## src/rtl/sc_txstat_pkg.sv

```systemverilog
package sc_txstat_pkg;

  // Handshake flag indices
  localparam int FI_TDRE = 0;
  localparam int FI_ERS  = 1;
  localparam int FI_PER  = 2;
  localparam int NFLAG   = 3;

  // Status byte positions
  localparam int BP_TEND = 0;
  localparam int BP_MPB  = 4;
  localparam int BP_MPBT = 5;

  // Status bit carried by each handshake flag
  function automatic int flag_bit(input int idx);
    return idx + 1;
  endfunction

  // Reset level of each handshake flag
  function automatic logic flag_rst(input int idx);
    return (idx == FI_TDRE);
  endfunction

  // Half-etu steps from character start to transmit end
  function automatic logic [2:0] halves_for_mode(input logic short_g, input logic blk);
    if (short_g) return 3'd2;
    else if (blk) return 3'd3;
    else return 3'd5;
  endfunction

endpackage

```

## src/rtl/sc_etu_timer.sv

```systemverilog
module sc_etu_timer #(
  parameter int ETU_CYC = 8
) (
  input  logic clk,
  input  logic rst_n,
  input  logic start,
  input  logic short_g,
  input  logic blk,
  output logic fire,
  output logic busy
);
  import sc_txstat_pkg::*;

  localparam int HALF = ETU_CYC / 2;
  localparam int PW   = (HALF > 1) ? $clog2(HALF) : 1;

  logic [PW-1:0] pre_q;
  logic [2:0]    half_q;
  logic [2:0]    tgt_q;
  logic          act_q;
  logic          tick;

  assign tick = act_q && (pre_q == PW'(HALF - 1));
  assign fire = tick && ((half_q + 3'd1) == tgt_q);
  assign busy = act_q;

  always_ff @(posedge clk) begin
    if (!rst_n) begin
      pre_q  <= '0;
      half_q <= '0;
      tgt_q  <= 3'd5;
      act_q  <= 1'b0;
    end else if (start) begin
      pre_q  <= '0;
      half_q <= '0;
      tgt_q  <= halves_for_mode(short_g, blk);
      act_q  <= 1'b1;
    end else if (act_q) begin
      if (tick) begin
        pre_q  <= '0;
        half_q <= half_q + 3'd1;
        if (fire) act_q <= 1'b0;
      end else begin
        pre_q <= pre_q + PW'(1);
      end
    end
  end


  half_in_range_chk: assert property (@(posedge clk) disable iff (!rst_n)
    act_q |-> (half_q < tgt_q));


  restart_clean_chk: assert property (@(posedge clk) disable iff (!rst_n)
    start |=> (act_q && half_q == 3'd0 && pre_q == '0));

endmodule

```

## src/rtl/sc_hs_flag.sv

```systemverilog
module sc_hs_flag #(
  parameter logic RST_VAL = 1'b0
) (
  input  logic clk,
  input  logic rst_n,
  input  logic set_i,
  input  logic alt_clr_i,
  input  logic rd_i,
  input  logic wr_i,
  input  logic wbit_i,
  output logic flag_o,
  output logic hs_clr_o
);
  logic flag_q;
  logic arm_q;

  assign hs_clr_o = wr_i && arm_q && !wbit_i;
  assign flag_o   = flag_q;

  always_ff @(posedge clk) begin
    if (!rst_n) begin
      arm_q <= 1'b0;
    end else if (wr_i) begin
      arm_q <= 1'b0;
    end else if (rd_i) begin
      arm_q <= flag_q;
    end else begin
      arm_q <= arm_q && flag_q;
    end
  end

  always_ff @(posedge clk) begin
    if (!rst_n)                     flag_q <= RST_VAL;
    else if (set_i)                 flag_q <= 1'b1;
    else if (hs_clr_o || alt_clr_i) flag_q <= 1'b0;
  end


  set_wins_chk: assert property (@(posedge clk) disable iff (!rst_n)
    set_i |=> flag_q);


  fall_cause_chk: assert property (@(posedge clk) disable iff (!rst_n)
    $fell(flag_q) |-> $past(hs_clr_o || alt_clr_i));


  write_one_keeps_chk: assert property (@(posedge clk) disable iff (!rst_n)
    (wr_i && wbit_i && !alt_clr_i && flag_q) |=> flag_q);

endmodule

```

## src/rtl/sc_tend_ctrl.sv

```systemverilog
module sc_tend_ctrl (
  input  logic clk,
  input  logic rst_n,
  input  logic tx_en,
  input  logic ers,
  input  logic tdre,
  input  logic fire,
  input  logic tdre_hs_clr,
  input  logic tdr_wr,
  output logic tend
);
  logic tend_q;
  logic forced;
  logic fire_ok;
  logic clr;

  assign forced  = !tx_en && !ers;
  assign fire_ok = fire && !ers && tdre;
  assign clr     = tdre_hs_clr || tdr_wr;
  assign tend    = tend_q;

  always_ff @(posedge clk) begin
    if (!rst_n)       tend_q <= 1'b1;
    else if (forced)  tend_q <= 1'b1;
    else if (clr)     tend_q <= 1'b0;
    else if (fire_ok) tend_q <= 1'b1;
  end


  forced_high_chk: assert property (@(posedge clk) disable iff (!rst_n)
    forced |=> tend_q);


  rise_cause_chk: assert property (@(posedge clk) disable iff (!rst_n)
    $rose(tend_q) |-> $past(forced || fire_ok));


  clear_follow_chk: assert property (@(posedge clk) disable iff (!rst_n)
    (clr && !forced) |=> !tend_q);

endmodule

```

## src/rtl/sc_txstat.sv

```systemverilog
module sc_txstat #(
  parameter int ETU_CYC = 8
) (
  input  logic       clk,
  input  logic       rst_n,
  input  logic       tx_en,
  input  logic       mode_short,
  input  logic       mode_block,
  input  logic       byte_start,
  input  logic       par_err,
  input  logic       err_sig,
  input  logic       bus_rd,
  input  logic       bus_wr,
  input  logic [7:0] bus_wdata,
  output logic [7:0] bus_rdata,
  input  logic       tdr_wr,
  input  logic       txi_en,
  output logic       txi,
  output logic       per_flag,
  output logic       ers_flag,
  output logic       tdre_flag,
  output logic       tend_flag
);
  import sc_txstat_pkg::*;

  logic [NFLAG-1:0] set_v;
  logic [NFLAG-1:0] alt_v;
  logic [NFLAG-1:0] flag_v;
  logic [NFLAG-1:0] hs_v;
  logic             fire;
  logic             timer_busy;
  logic             mpbt_q;
  logic             unused_sig;

  assign set_v[FI_TDRE] = byte_start;
  assign set_v[FI_ERS]  = err_sig;
  assign set_v[FI_PER]  = par_err;
  assign alt_v[FI_TDRE] = tdr_wr;
  assign alt_v[FI_ERS]  = 1'b0;
  assign alt_v[FI_PER]  = 1'b0;

  for (genvar gi = 0; gi < NFLAG; gi++) begin : g_flag
    localparam int BP = flag_bit(gi);
    sc_hs_flag #(.RST_VAL(flag_rst(gi))) u_flag (
      .clk      (clk),
      .rst_n    (rst_n),
      .set_i    (set_v[gi]),
      .alt_clr_i(alt_v[gi]),
      .rd_i     (bus_rd),
      .wr_i     (bus_wr),
      .wbit_i   (bus_wdata[BP]),
      .flag_o   (flag_v[gi]),
      .hs_clr_o (hs_v[gi])
    );
  end

  sc_etu_timer #(.ETU_CYC(ETU_CYC)) u_timer (
    .clk    (clk),
    .rst_n  (rst_n),
    .start  (byte_start),
    .short_g(mode_short),
    .blk    (mode_block),
    .fire   (fire),
    .busy   (timer_busy)
  );

  sc_tend_ctrl u_tend (
    .clk        (clk),
    .rst_n      (rst_n),
    .tx_en      (tx_en),
    .ers        (flag_v[FI_ERS]),
    .tdre       (flag_v[FI_TDRE]),
    .fire       (fire),
    .tdre_hs_clr(hs_v[FI_TDRE]),
    .tdr_wr     (tdr_wr),
    .tend       (tend_flag)
  );

  always_ff @(posedge clk) begin
    if (!rst_n)      mpbt_q <= 1'b0;
    else if (bus_wr) mpbt_q <= bus_wdata[BP_MPBT];
  end

  always_comb begin
    bus_rdata = '0;
    bus_rdata[BP_TEND] = tend_flag;
    for (int i = 0; i < NFLAG; i++) bus_rdata[flag_bit(i)] = flag_v[i];
    bus_rdata[BP_MPB]  = 1'b0;
    bus_rdata[BP_MPBT] = mpbt_q;
  end

  assign per_flag  = flag_v[FI_PER];
  assign ers_flag  = flag_v[FI_ERS];
  assign tdre_flag = flag_v[FI_TDRE];
  assign txi       = tend_flag && txi_en;
  assign unused_sig = ^{bus_wdata[7:6], bus_wdata[BP_MPB], bus_wdata[BP_TEND], timer_busy};


  tdr_write_clears_chk: assert property (@(posedge clk) disable iff (!rst_n)
    (tdr_wr && !byte_start && !(!tx_en && !ers_flag)) |=> (!tdre_flag && !tend_flag));


  start_sets_empty_chk: assert property (@(posedge clk) disable iff (!rst_n)
    byte_start |=> tdre_flag);

endmodule

```

## config.mk

```make
export PLATFORM = sky130hd
export DESIGN_NAME = sc_txstat
export DESIGN_NICKNAME = d
export VERILOG_FILES = /design/src/rtl/sc_txstat_pkg.sv /design/src/rtl/sc_etu_timer.sv /design/src/rtl/sc_hs_flag.sv /design/src/rtl/sc_tend_ctrl.sv /design/src/rtl/sc_txstat.sv
export SDC_FILE = /design/constraint.sdc
export NUM_CORES = 1
export LEC_CHECK = 0
export ABC_AREA = 0
export BUFFER_PORTS_ARGS = -buffer_cell sky130_fd_sc_hd__buf_2
export CAP_MARGIN = 30
export CORE_MARGIN = 2
export CORE_UTILIZATION = 45
export DETAILED_ROUTE_END_ITERATION = 7
export PLACE_DENSITY = 0.72
export SLEW_MARGIN = 10
export SYNTH_ARGS = -nofsm -noshare
export SYNTH_HDL_FRONTEND = slang
export SYNTH_HIERARCHICAL = 1
export SYNTH_SLANG_ARGS = --single-unit
```

## constraint.sdc

```tcl
create_clock -name clk -period 1.88 [get_ports clk]
set_clock_uncertainty 0.2 [all_clocks]
set_input_delay 0 -clock clk [delete_from_list [all_inputs] [get_ports clk]]
set_output_delay 0 -clock clk [all_outputs]
set_load 0.1 [all_outputs]
```

==> flow_summary.ini, run 1 <==
[route]
wirelength_um = 1670
antenna_left = 0
viasPerCell = 4.56
drt_pass1_iterations = 4
drc = 0
drt_iter0_drc = 10
post_drt_wl_per_cell_um = 10.7
vias = 711

[place]
dpl.hpwl_um = 1010
placed_cells = 133
gp_congestion = 0.740
io_buffers = 25

[worst_setup_path]
worstPathArrival_ns = 1.76
path_class = register to register
ff2ff_path_depth = 5
cp_max_fo = 3
cpMaxStageDelayCell = dfxtp_2
r2r_setup_slack_ns = 0.09
r2r_end = u_tend/tend$_SDFFE_PP1P_
max_stage_delay_ns = 0.35
endpoint_kind = register
cp.required_ns = 1.85
cp_cell_sequence = ha_1 > xor2_1 > nor4b_4 > nor4bb_2 > a211o_1
r2r-start = u_timer/half_q[0]$_SDFFE_PP0P_
start_kind = register

[min_path]
hp-start = bus_wdata[1]
hold_end = u_tend/tend$_SDFFE_PP1P_
holdCritPathClass = input pin to register
worstHoldPathCells = 4

[synth]
async_reset_ff_share_pct = 0
synth_edf_count = 0
synth-compound-area-share_pct = 10.6
synthSimpleGateAreaFrac_pct = 24.8
yosys_warnings = 6
synth_largest_area_cell = dfxtp_1
postSynthCellCount = 88
seq_area_frac_synth_pct = 41.1
yosys.cell_count.top_type = dfxtp_1
synth_seq_cells = 17
synth_top_family_by_area = simple AND/OR/NAND/NOR gates
synth_fa_ha_area_share_pct = 3.03
synth_ff_type = dfxtp_1
ys_types = 30
synthTopCellsByCount = dfxtp_1 (17), buf_4 (9), nand2_1 (8), nor2_1 (8)
synth_top_area_share_pct = 41.1
synth_mux_area_share_pct = 3.63
syn-cell-area_um2 = 827
syn_area_per_cell_um2 = 9.40
synthXorXnorAreaFrac_pct = 6.35
synth_area_leaders = dfxtp_1 (41%), buf_4 (8.2%), mux2i_1 (3.6%)

[clock_tree]
cts.sinks = 17
cts_buffer_depth = 2
clk_pin_slew_ns = 0.09
htreeDepth = 1
cts_root_buf = clkbuf_4
clk_latency_ns = 0.28
cts_tree = yes
numCtsBuffers = 3

[layout]
fin_nets = 154
final_core_util_pct = 66.8
regArea_um2 = 342
multi_input_area_um2 = 427
stdcell_count = 156
diodes = 0
drive_above_1_share_pct = 28.2
areaGrowthSynthToFinish_pct = 39.5
fillers = 144

[die]
core_area_um2 = 1730
fp.dieW_um = 46.9
row_count = 15
dieArea_um2 = 2200
io_pins = 33
chipHeight_um = 46.9
start_util_pct = 47.9

[global_route]
grt-ovfl-total = 0
grt_pass1_wl_um = 2330
antenna_found_initial = 0
grt_max_degree = 10
grt_use_total_pct = 15.3
grt_pass1_vias = 575

[status]
status = finished clean

[flow_run]
maxCapViolCount = 0

[timing]
finalCriticalPeriod_ns = 1.79
fin_setup_tns_ns = 0
timing.final.crit_share_pct = 95.1
finalSetupViolations = 0
drv_slew = 0
max_freq_mhz = 559
hold_viol_final = 0

[power]
p_leak_nw = 0.528
cellPowerDensity_nw_per_um2 = 714
vdd_ir_drop_max_mv = 0.525
kinds of logic (layout without fill, tap and decap cells):
group,Yosys count,after routing
simple gates,35,35
flops,17,17
buf+inv,13,52
compound gates,11,11
xor+xnor,6,6
mux,3,3
fa+ha+maj,2,2
other cells,1,5
where the power goes:
group          internal (mW)  total (mW)  switching, mW
logic                 0.0715       0.249          0.178
registers              0.376       0.390         0.0134
clock network         0.0820       0.185          0.103
critical path, delay by kind of cell, from the launching register on:
kind / cells / cell delay [ns]
AOI/OAI and AO/OA: 1 / 0.28
xor gates and xnor gates: 1 / 0.29
and+or+nand+nor: 2 / 0.26
DFF: 1 / 0.35
adders and majority gates: 1 / 0.31
area by class of cell:
cell class,instances,share of cell area [%]
tap,25,2.71
sequential,17,29.6
clock buffer,4,2.28
multi-input combinational,62,37.0
timing repair buffer,44,27.1
inverter,4,1.30
repair_timing:
item | in CTS | in global routing
endpoints found under the setup margin | 0 | 3
hold endpoints to repair | 12 | 0
hold buffers | 20 | 0
resized for setup | 0 | 2
setup buffers | 0 | 1
per-layer routing:
| layer | share of wire, % | global-route usage (%) | vias to the layer above | routed length, um |
|---|---|---|---|---|
| li1 | - | - | 373 | - |
| met1 | 44 | 20.0 | 318 | 732 |
| met2 | 51 | 24.1 | 18 | 842 |
| met3 | 4.3 | 3.46 | 2 | 71 |
| met4 | 1.1 | 6.67 | 0 | 19 |
| met5 | 0 | 0 | - | 0 |
flip-flops by register name, indices dropped and copies added, names as in the netlist:
| register | count |
|---|---|
| mpbt_q | 1 |
| u_timer/tgt_q | 3 |
| u_tend/tend | 1 |
| u_timer/pre_q | 2 |
| u_timer/half_q | 3 |
| g_flag.u_flag/arm_q | 3 |
| u_timer/busy | 1 |
| g_flag.u_flag/flag_o | 3 |
how the worst max path moves through the flow:
stage,slack [ns],endpoint,depth (start not counted),startpoint
after floorplan,0.09,u_tend/tend$_SDFFE_PP1P_,2,g_flag[1].u_flag/flag_o$_SDFFE_PN0P_
after global placement,0.14,u_tend/tend$_SDFFE_PP1P_,6,u_timer/half_q[0]$_SDFFE_PP0P_
after detailed placement,0.11,u_tend/tend$_SDFFE_PP1P_,6,u_timer/half_q[0]$_SDFFE_PP0P_
after CTS,0.02,g_flag[2].u_flag/flag_o$_SDFFE_PN0P_,6,par_err
after global routing,-0.01,u_tend/tend$_SDFFE_PP1P_,6,u_timer/half_q[0]$_SDFFE_PP0P_
final,0.09,u_tend/tend$_SDFFE_PP1P_,5,u_timer/half_q[0]$_SDFFE_PP0P_
metrics by stage:
stage / hold slack [ns] / total power [mW] / setup WS, ns / instance area [um2]
2_1_floorplan: -0.138 / 0.586 / 0.0881 / 843
3_3_place_gp: -0.00253 / 0.611 / 0.140 / 932
3_5_place_dp: -0.000501 / 0.612 / 0.107 / 932
4_1_cts: 0.107 / 0.830 / 0.0237 / 1160
5_1_grt: 0.217 / 0.858 / -0.0119 / 1150
6_report: 0.196 / 0.824 / 0.0927 / 1150
cell usage in the layout, fill, tap and decap left out, types with 2 or more instances in the layout:
cell type,synthesis,routed
a21oi_1,2,2
and3b_1,3,3
buf_2,0,25
clkbuf_4,0,3
conb_1,1,5
dfxtp_1,17,16
dlygate4sd3_1,0,18
ha_1,2,2
inv_1,3,3
mux2i_1,3,3
nand2_1,8,8
nand2b_1,2,2
nand3_1,2,2
nand3b_1,2,2
nor2_1,8,8
nor3_1,3,3
o21ai_0,3,3
o21ai_2,2,2
xnor2_1,3,3
xor2_1,3,3
Power figures use the tool's default switching activity.
==> run 2, diff against run 1 <==
- PLACE_DENSITY: 0.72 -> 0.75
==> run 2 against run 1 <==
  * Via count rose by 4.2%
  * Setup slack got worse by 0.049 ns
  * Worst hold slack got worse by 0.020 ns
  * Non-clock buffer count did not move
  * Critical path depth did not move
  * Power rose by 1.3%
  * Sequential cell count did not move
  * Utilization rose by 1.0 points
  * Largest power group unchanged
==> flow_summary.ini, run 2 (synthesis gave the netlist of run 1 again) <==
[status]
status = finished clean

[timing]
fin_setup_tns_ns = 0
layout_setup_ws_ns = 0.0440
rsz0062_at_grt = true
drv_slew = 0
finalCriticalPeriod_ns = 1.84
finalSetupViolations = 0
hold_viol_final = 0
max_freq_mhz = 545
timing.final.crit_share_pct = 97.7

[route]
antenna_left = 0
viasPerCell = 4.75
drc = 0
vias = 741
drt_pass1_iterations = 4
post_drt_wl_per_cell_um = 11.9
drt_iter0_drc = 7
wirelength_um = 1860

[place]
dp_slack_ns = 0.0954
dpl.hpwl_um = 1160
gp_congestion = 0.695
io_buffers = 25
placed_cells = 133

[power]
p_int_uw = 530
p_total_uw = 835
clkPwrFrac_pct = 23.2
cellPowerDensity_nw_per_um2 = 713
switchingPower_uw = 304
swShare_pct = 36.4
power_frac_comb_pct = 30.0
p_leak_nw = 0.526
seqPwrFrac_pct = 46.8
vdd_ir_drop_max_mv = 0.540

[worst_setup_path]
start_kind = register
ff2ff_path_depth = 5
cp_max_fo = 3
endpoint_kind = register
critPathLaunch = u_timer/half_q[0]$_SDFFE_PP0P_
cp.required_ns = 1.86
timing.critical_path.to = u_tend/tend$_SDFFE_PP1P_
r2r-start = u_timer/half_q[0]$_SDFFE_PP0P_
cpMaxStageDelayCell = dfxtp_1
path_class = register to register
r2r_end = u_tend/tend$_SDFFE_PP1P_
cp_cell_sequence = ha_1 > xor2_1 > nor4b_4 > nor4bb_4 > a211o_1
r2r_setup_slack_ns = 0.04
worstPathArrival_ns = 1.82
max_stage_delay_ns = 0.37

[global_route]
grt_pass1_vias = 687
grt_max_degree = 10
antenna_found_initial = 0
grt-ovfl-total = 0
grt_use_total_pct = 20.2
grt_pass1_wl_um = 3000

[clock_tree]
htreeDepth = 1
cts_root_buf = clkbuf_4
numCtsBuffers = 3
cts_tree = yes
post_cts_buffers = 0
cts_buffer_depth = 2
clk_pin_slew_ns = 0.10
clk_latency_ns = 0.29
cts.sinks = 17

[layout]
fillers = 145
drive_above_1_share_pct = 27.5
fin_nets = 154
stdcell_count = 156
areaGrowthSynthToFinish_pct = 41.6
multi_input_area_um2 = 443
layout_common_cells = buf_2 (25), dlygate4sd3_1 (19), dfxtp_1 (17)
diodes = 0
layout_commonest_cell = buf_2
regArea_um2 = 340
final_core_util_pct = 67.8

[min_path]
holdCritPathClass = input pin to register

[flow_run]
maxCapViolCount = 0

[die]
fp.dieW_um = 46.9
start_util_pct = 47.9
row_count = 15
io_pins = 33
dieArea_um2 = 2200
chipHeight_um = 46.9
core_area_um2 = 1730
[run 2: critical path, delay by kind of cell (launching register included)]
family / cells / cell delay (ns)
AOI/OAI and AO/OA: 1 / 0.29
DFF: 1 / 0.37
adders and majority gates: 1 / 0.34
xor gates and xnor gates: 1 / 0.30
and+or+nand+nor: 2 / 0.23
[run 2: metal layers]
layer  track usage (%)  vias up  part of all wire [%]
met5                 0        -                     0
met4              11.7        0                   3.0
met3              2.69        6                   3.4
met2              35.3       29                    51
met1              23.3      330                    42
li1                  -      376                     -
[run 2: worst min-delay path by stage]
stage,startpoint,end,slack [ns],depth (start not counted)
after global placement,err_sig,g_flag[1].u_flag/flag_o$_SDFFE_PN0P_,-0.002,3
after detailed placement,par_err,g_flag[2].u_flag/flag_o$_SDFFE_PN0P_,0.002,3
after CTS,bus_wdata[1],u_tend/tend$_SDFFE_PP1P_,0.10,4
after floorplan,rst_n,u_timer/tgt_q[0]$_SDFFE_PN1P_,-0.14,1
final,bus_wdata[1],u_tend/tend$_SDFFE_PP1P_,0.18,4
after global routing,bus_wdata[1],u_tend/tend$_SDFFE_PP1P_,0.20,4
[run 2: repair_timing]
action / 4_1_cts / 5_1_grt
hold endpoints to repair: 12 / 0
gates resized for setup: 0 / 3
hold buffers: 21 / 0
endpoints found under the setup margin: 0 / 3
[run 2: metrics by stage]
stage | hold slack, ns | area (um2)
2_1_floorplan | -0.138 | 843
5_1_grt | 0.204 | 1170
3_5_place_dp | 0.00177 | 932
3_3_place_gp | -0.00205 | 932
4_1_cts | 0.102 | 1170
6_report | 0.176 | 1170
[run 2: cell type report]
| cell class | instances | area share (%) |
|---|---|---|
| Clock buffer | 4 | 2.24 |
| Inverter | 4 | 1.28 |
| Multi-Input combinational cell | 62 | 37.8 |
| Sequential cell | 17 | 29.1 |
| Tap cell | 25 | 2.67 |
| Timing Repair Buffer | 44 | 26.9 |
[run 2: power by group through the flow]
| stage | clock (mW) | combinational (mW) | sequential, mW |
|---|---|---|---|
| 2_1_floorplan | 0 | 0.150 | 0.436 |
| 3_3_place_gp | 0 | 0.213 | 0.397 |
| 3_5_place_dp | 0 | 0.216 | 0.399 |
| 4_1_cts | 0.196 | 0.250 | 0.390 |
| 5_1_grt | 0.212 | 0.265 | 0.393 |
| 6_report | 0.193 | 0.251 | 0.390 |
==> run 3, diff against run 2 <==
- GPL_TIMING_DRIVEN: unset -> 0
==> run 3 against run 2 <==
  * Combinational power increased by 6%
  * Highest routed layer unchanged
  * Largest power group unchanged
  * Largest cell class unchanged
  * Global-route usage down 1.7 points
  * Register-to-register slack improved by 0.07 ns
  * Setup slack gained 0.066 ns
  * Via count rose by 2.2%
  * Final area up 4.3%
  * Utilization increased by 2.9 points
  * Non-clock buffer count up 7
==> flow_summary.ini, run 3 (synthesis gave the netlist of run 1 again) <==
[status]
status = finished clean

[min_path]
holdCritPathClass = input pin to register

[power]
vdd_ir_drop_max_mv = 0.521
p_leak_nw = 0.568
cellPowerDensity_nw_per_um2 = 698

[clock_tree]
cts_buffer_depth = 2
clk_pin_slew_ns = 0.10
clk_latency_ns = 0.30
cts_root_buf = clkbuf_4
post_cts_buffers = 0
htreeDepth = 1
numCtsBuffers = 3
cts.sinks = 17
cts_tree = yes

[layout]
finish.instance_area_um2 = 1220
diodes = 0
layout_commonest_cell = buf_2
fillers = 144
layout_common_cells = buf_2 (25), dlygate4sd3_1 (17), dfxtp_1 (16)
fin_nets = 161
areaGrowthSynthToFinish_pct = 47.7
drive_above_1_share_pct = 34.1

[worst_setup_path]
worstPathArrival_ns = 1.77
path_class = register to register
endpoint_kind = register
start_kind = register
cp_max_fo = 3
cp.required_ns = 1.88

[timing]
hold_viol_final = 0
max_freq_mhz = 565
rsz0062_at_grt = false
drv_slew = 0
timing.final.crit_share_pct = 94.1
finalCriticalPeriod_ns = 1.77
finalSetupViolations = 0
layout_setup_ws_ns = 0.110
fin_setup_tns_ns = 0

[place]
dp_slack_ns = 0.110
gp_congestion = 0.753
io_buffers = 25
post_dp_cell_area_um2 = 1000
dpl.hpwl_um = 1170

[route]
antenna_left = 0
drc = 0
drt_iter0_drc = 2
wirelength_um = 1780
post_drt_wl_per_cell_um = 10.9
vias = 757
drt_pass1_iterations = 3
viasPerCell = 4.64

[die]
chipHeight_um = 46.9
core_area_um2 = 1730
io_pins = 33
start_util_pct = 47.9
row_count = 15
fp.dieW_um = 46.9
dieArea_um2 = 2200

[global_route]
grt-ovfl-total = 0
grt.met3_usage_pct = 3.46
met2_usage_pct = 32.1
grt_pass1_wl_um = 2740
antenna_found_initial = 0
top_usage_layer = met2
grt_use_total_pct = 18.4
gr-usage-met1_pct = 21.2
grt_max_degree = 11
grt_pass1_vias = 658

[flow_run]
maxCapViolCount = 0
run 3: changes by cell type in the layout (fill, tap and decap cells not counted), sizes merged:
cell,change
buf,+9
clkinv,+1
clkbuf,-1
dlygate4sd3,-2
run 3: power by group:
part / internal, mW / switching (mW) / total [mW]
Clock: 0.0794 / 0.121 / 0.200
Sequential: 0.376 / 0.0115 / 0.388
Combinational: 0.0821 / 0.182 / 0.265
Total: 0.538 / 0.315 / 0.852
run 3: repair_timing:
item                                    4_1_cts  5_1_grt
gates resized for setup                       0        4
endpoints found under the setup margin        0        3
hold buffers                                 19        0
endpoints found under the hold margin        14        0
run 3: final timing paths:
path                                        from                        endpoint  slack, ns  cells after the start
hold reg to reg   u_timer/half_q[1]$_SDFFE_PP0P_  u_timer/half_q[1]$_SDFFE_PP0P_       0.29                      2
setup reg to reg  u_timer/half_q[0]$_SDFFE_PP0P_        u_tend/tend$_SDFFE_PP1P_       0.11                      5
hold / removal                      bus_wdata[1]        u_tend/tend$_SDFFE_PP1P_       0.14                      4
setup / recovery  u_timer/half_q[0]$_SDFFE_PP0P_        u_tend/tend$_SDFFE_PP1P_       0.11                      5
run 3: metal layers:
| metal | wire length [um] | share of wire, % | vias to the layer above |
|---|---|---|---|
| met5 | 0 | 0 | - |
| met4 | 38 | 2.1 | 0 |
| met3 | 70 | 3.9 | 5 |
| met2 | 909 | 51 | 20 |
| met1 | 759 | 43 | 342 |
| li1 | - | - | 390 |
run 3: final cells by class:
type | instances | area, um2 | area share [%]
Timing Repair Buffer | 42 | 295 | 24.2
Buffer | 9 | 67.6 | 5.53
Clock inverter | 1 | 5.00 | 0.410
Multi-Input combinational cell | 62 | 443 | 36.3
Tap cell | 25 | 31.3 | 2.56
Inverter | 4 | 15.0 | 1.23
Clock buffer | 3 | 22.5 | 1.84
Sequential cell | 17 | 342 | 28.0
run 3: metrics by stage:
step	total power [mW]	cells	hold WS, ns	util, %
final	0.852	163	0.137	70.7
after global routing	0.887	163	0.193	70.7
after CTS	0.860	165	0.0958	70.5
after detailed placement	0.631	142	0.00303	57.9
after global placement	0.627	142	-0.00253	57.9
after floorplan	0.586	92	-0.138	-
run 3: worst max-delay path, cell delays in order (launching register included):
cell      delay (ns)
dfxtp_2         0.35
ha_1            0.31
xor2_1          0.28
nor4b_4         0.07
nor4bb_4        0.16
a211o_1         0.29
